## src/rtl/proc_status_pkg.sv

```systemverilog
package proc_status_pkg;
  localparam int STAT_W  = 8;
  localparam int FLAG_W  = 3;
  localparam int BANK_W  = 2;
  localparam int BIT_PD  = 3;
  localparam int BIT_TO  = 4;
  localparam int BANK_LO = 5;
  localparam logic [STAT_W-1:0] RESET_VAL = 8'b0001_1000;

  typedef struct packed {
    logic [STAT_W-1:0] dataWe;
    logic [FLAG_W-1:0] flagLoad;
    logic              toLoad;
    logic              toVal;
    logic              pdLoad;
    logic              pdVal;
  } statStrobe_t;
endpackage

```

## src/rtl/proc_status_ctrl.sv

```systemverilog
module proc_status_ctrl
  import proc_status_pkg::*;
(
  input  logic              wrEn,
  input  logic [FLAG_W-1:0] flagUpd,
  input  logic              evtPowerUp,
  input  logic              evtWdtClear,
  input  logic              evtSleep,
  input  logic              evtTimeout,
  output statStrobe_t       strobe
);
  logic flagInsn;
  assign flagInsn = |flagUpd;

  always_comb begin
    strobe = '0;
    for (int i = 0; i < STAT_W; i++) begin
      if (i == BIT_TO || i == BIT_PD)
        strobe.dataWe[i] = 1'b0;          // reset-cause bits are read-only
      else if (i < FLAG_W)
        strobe.dataWe[i] = wrEn && !flagInsn;  // flags protected during ALU update
      else
        strobe.dataWe[i] = wrEn;
    end
    strobe.flagLoad = flagUpd;
    // time-out: any set event beats a time-out
    strobe.toLoad = evtPowerUp | evtWdtClear | evtSleep | evtTimeout;
    strobe.toVal  = evtPowerUp | evtWdtClear | evtSleep;
    // power-down: power-up and watchdog-clear beat sleep
    strobe.pdLoad = evtPowerUp | evtWdtClear | evtSleep;
    strobe.pdVal  = evtPowerUp | evtWdtClear;
  end
endmodule

```

## src/rtl/proc_status_dp.sv

```systemverilog
module proc_status_dp
  import proc_status_pkg::*;
(
  input  logic              clk,
  input  logic              rstN,
  input  statStrobe_t       strobe,
  input  logic [STAT_W-1:0] wrData,
  input  logic [FLAG_W-1:0] flagVal,
  output logic [STAT_W-1:0] statusQ
);
  logic [STAT_W-1:0] statusD;

  always_comb begin
    statusD = statusQ;
    for (int i = 0; i < STAT_W; i++) begin
      if (i < FLAG_W && strobe.flagLoad[i])
        statusD[i] = flagVal[i];
      else if (strobe.dataWe[i])
        statusD[i] = wrData[i];
    end
    if (strobe.toLoad) statusD[BIT_TO] = strobe.toVal;
    if (strobe.pdLoad) statusD[BIT_PD] = strobe.pdVal;
  end

  always_ff @(posedge clk or negedge rstN) begin
    if (!rstN) statusQ <= RESET_VAL;
    else       statusQ <= statusD;
  end
endmodule

```

## src/rtl/proc_status_reg.sv

```systemverilog
module proc_status_reg
  import proc_status_pkg::*;
(
  input  logic              clk,
  input  logic              rstN,
  input  logic              wrEn,
  input  logic [STAT_W-1:0] wrData,
  input  logic [FLAG_W-1:0] flagUpd,
  input  logic [FLAG_W-1:0] flagVal,
  input  logic              evtPowerUp,
  input  logic              evtWdtClear,
  input  logic              evtSleep,
  input  logic              evtTimeout,
  output logic [STAT_W-1:0] status,
  output logic [BANK_W-1:0] bankSel
);
  statStrobe_t strobe;

  proc_status_ctrl uCtrl (
    .wrEn(wrEn), .flagUpd(flagUpd),
    .evtPowerUp(evtPowerUp), .evtWdtClear(evtWdtClear),
    .evtSleep(evtSleep), .evtTimeout(evtTimeout),
    .strobe(strobe)
  );

  proc_status_dp uDp (
    .clk(clk), .rstN(rstN), .strobe(strobe),
    .wrData(wrData), .flagVal(flagVal), .statusQ(status)
  );

  assign bankSel = status[BANK_LO +: BANK_W];
endmodule

```

## config.mk

```make
export PLATFORM = sky130hd
export DESIGN_NAME = proc_status_reg
export DESIGN_NICKNAME = d
export VERILOG_FILES = /design/src/rtl/proc_status_pkg.sv /design/src/rtl/proc_status_ctrl.sv /design/src/rtl/proc_status_dp.sv /design/src/rtl/proc_status_reg.sv
export SDC_FILE = /design/constraint.sdc
export NUM_CORES = 1
export LEC_CHECK = 0
export BUFFER_PORTS_ARGS = -buffer_cell sky130_fd_sc_hd__buf_4
export CORE_AREA = 2 2 39 41
export DETAILED_ROUTE_END_ITERATION = 6
export DIE_AREA = 0 0 41 43
export HOLD_SLACK_MARGIN = 0.1
export MAX_ROUTING_LAYER = met4
export PLACE_DENSITY = 0.73
export SYNTH_ARGS = -nofsm -noshare
export SYNTH_HDL_FRONTEND = slang
export SYNTH_SLANG_ARGS = --single-unit
```

## constraint.sdc

```tcl
create_clock -name clk -period 0.9 [get_ports clk]
set_clock_uncertainty 0.1 [all_clocks]
set_input_delay 0.18 -clock clk [delete_from_list [all_inputs] [get_ports clk]]
set_output_delay 0.18 -clock clk [all_outputs]
set_load 0.02 [all_outputs]
```

# == After elaboration in Yosys (flattened, before gate mapping) ==
# Cells that the tools add are included.
# totals
reg_bits,8
inputBits,21
output_inout_bits,10
word_cells,21
# classes
muxes,6
n_bitwise,3
reduce_logical,6
# ops
op,n
1-bit two-way mux,6
2-bit nonzero test,3
1-bit OR,3
3-bit OR reduction,1
1-bit logical AND,1
1-bit zero test,1

# == Longest topological paths before layout ==
# depth
word_depth,5
ltp_mapped,2
ltp_nobuf,2

# == Hierarchy ==
# A second synthesis with hierarchy kept.
# hier_totals
hier_cells,44
hier_area_um2,471.7
# modules_own_cells
module,n_inst,cells_per_inst,area_each_um2,seq_area_each_um2
proc_status_dp,1,26,341.6,202.7
proc_status_ctrl,1,16,115.1,0.0
proc_status_reg,1,2,15.0,0.0

# == Worst setup path before layout ==
# Ideal clock, no wire load.
# synth_timing
path_type,register to register
startpoint,reg uDp.statusQ[5] (netlist name)
endpoint,reg uDp.statusQ[5]
setup_ns,0.125
t_arrival_ns,0.714
required_time_ns,0.675
slack_ns,-0.039
stages_incl_launch_ff,2
synth_period_minus_slack_ns,0.939
cell_sequence,dfrtp_1 mux2_2
# synth_rtl
item,line,source
end signal: assignment,proc_status_dp.sv:27,else statusQ <= statusD;
end: declaration,proc_status_dp.sv:9,output logic [STAT_W-1:0] statusQ

# == Worst setup path in the final report ==
# layout_timing
startpoint,reg uDp.statusQ[4]
endpoint,out status[4]
# layout_rtl
item,line,source
end: declaration,proc_status_reg.sv:14,"output logic [STAT_W-1:0] status,"
# No word-level cell between the ends.

==> flow_summary.ini <==
[run_status]
status = finished, violations left
violations = hold timing, setup timing

[drt]
drtPass1Iterations = 1
wl_per_cell_um = 11.0
drt_iter0_markers = 0
wl_um = 883
route.detailed.drc = 0
via_per_inst = 4.35
ant_nets = 0
vias = 348

[yosys]
ys_ff_latch = 8
avgSynthCellArea_um2 = 13.5
async_flop_share_pct = 100
synth_top_area_cell = dfrtp_1
synthCells = 28
synth.distinct_cells = 12
yosys_warnings = 0
synth_top_area_share_pct = 39.9
synthTopCellsByArea = dfrtp_1, mux2i_1, dfstp_2
syn_area_um2 = 377
synth_edf_count = 0
ys.flop_type = dfrtp_1
synth_commonest_cells = dfrtp_1, mux2i_1, a21oi_1, mux2_2
synth_nets = 49
synth_seq_area_share_pct = 53.8

[floorplan]
num_io_pins = 31
rows = 14
design.core.area_mm2 = 0.00138
die_width_um = 41
fp.dieH_um = 43
start_util_pct = 27.2
dieArea_mm2 = 0.00176

[critical_path]
start_kind = flop
crit_chain = buf_6
cp_max_fo = 2
end_kind = primary output
cp.required_ns = 0.62
slowest_stage = dfstp_2
path_buf_inv = 1
critPathKind = reg -> out
critPathMaxStageDelay_ns = 0.54
path_delay_family = flip-flops
cp.arrival_ns = 0.90

[global_route]
grt_start_max_net_pins = 9
grt_first_pass_wirelength_mm = 1.38
grt_use_total_pct = 12.7
grt-ovfl-total = 0
antenna_found_initial = 0
grt_pass1_vias = 341

[placement]
port_buffers = 28
dpl_worst_slack_ns = -0.237
place.gp.congestion = 0.615
dpl.hpwl_um = 706
placed_area_um2 = 618

[final_layout]
num_antenna_cells = 0
largest_reg_flops = 8
max_flop_register = uDp.statusQ
multi_input_area_um2 = 155
finalInstanceArea_um2 = 711
syn2layout_area_growth_pct = 88.7
layout-drive-gt1-share_pct = 70.3
largestRegisters = uDp.statusQ (8)
fillers = 137
register_area_um2 = 206
final_nets = 86

[hold_path]
hold_path_class = in -> reg

[clock_tree]
cts_root_buf = clkbuf_4
postCtsHoldBufs = 2
clock_latency_ns = 0.25
cts_max_path_buffers = 2
cts_tree = done
cts_sinks = 8
numCtsBuffers = 3
htree_levels = 1
clk_pin_slew_ns = 0.05

[power_and_ir_drop]
p_leak_nw = 0.344
power_density_mw_per_mm2 = 1460
ir_drop_v = 0.000687
total_power_mw = 1.04

[timing]
min_period_ns = 1.18
rsz0062_at_grt = yes
setup_viol = 12
timing.hold.ws_ns = -0.0289
final-max-slew-violation-count = 0
fin_setup_tns_ns = -2.05
setup_ws_ns = -0.278
fin_crit_sh_pct = 131
max-slew-margin-rel_pct = 77.1
fmax_mhz = 849
hold_violations = 1
tightest_slew_ns = 0.342

[job]
drv_cap = 0
-- layout make-up --
class,instances,share of cell area (%)
Multi-Input combinational cell,17,21.8
Tap cell,16,2.82
Sequential cell,8,29.0
Inverter,1,0.528
Clock buffer,4,3.70
Timing Repair Buffer,34,42.1
-- power by group --
part	internal (mW)	total [mW]	switching [mW]
registers	0.399	0.427	0.0283
clock network	0.170	0.296	0.126
logic	0.190	0.312	0.122
-- what timing repair did --
action                                  CTS  global route
buffers inserted                          2             0
pin swaps                                 0             0
endpoints found under the hold margin    15             5
endpoints found under the setup margin   10            16
resized for setup                        10             1
-- layer usage --
layer	GRT usage [%]	part of all wire, %	up-vias
li1	-	-	171
met1	12.5	34	163
met2	19.7	57	14
met3	3.14	8.0	0
met4	10.0	0	0
met5	-	0	-
-- stage by stage --
| step | std cells | util [%] |
|---|---|---|
| after detailed placement | 73 | 44.7 |
| final | 80 | 51.4 |
| after global placement | 73 | 44.7 |
| after floorplan | 28 | - |
| after global routing | 80 | 51.4 |
| after CTS | 81 | 51.8 |
-- final timing paths --
kind,startpoint,slack [ns],to,depth (start not counted)
setup reg to reg,uDp.statusQ[1],-0.06,uDp.statusQ[1],3
setup / recovery,uDp.statusQ[4],-0.28,status[4],1
min in group asynchronous,rstN,0.18,uDp.statusQ[5],2
hold / removal,evtSleep,-0.03,uDp.statusQ[3],2
hold reg to reg,uDp.statusQ[3],0.36,uDp.statusQ[3],2
max in group asynchronous,rstN,0.31,uDp.statusQ[4],2
-- layout by cell type, fill, tap and decap left out, types with 2 or more instances in the layout --
cell type	netlist	routed
dfrtp_2	0	3
buf_6	0	11
mux2_2	3	3
mux2i_1	6	6
buf_4	2	22
dfrtp_1	6	3
a21oi_1	3	3
dfstp_2	2	2
clkbuf_4	0	3
-- cells by family (layout without fill, tap and decap cells) --
group / Yosys count / after routing / share of synthesized area [%]
AOI/OAI and AO/OA: 4 / 4 / 5.31
muxes: 9 / 9 / 24.9
buffers and inverters: 3 / 39 / 4.98
and+or+nand+nor: 4 / 4 / 11.0
DFF: 8 / 8 / 53.8
(Power assumes the default switching activity.)
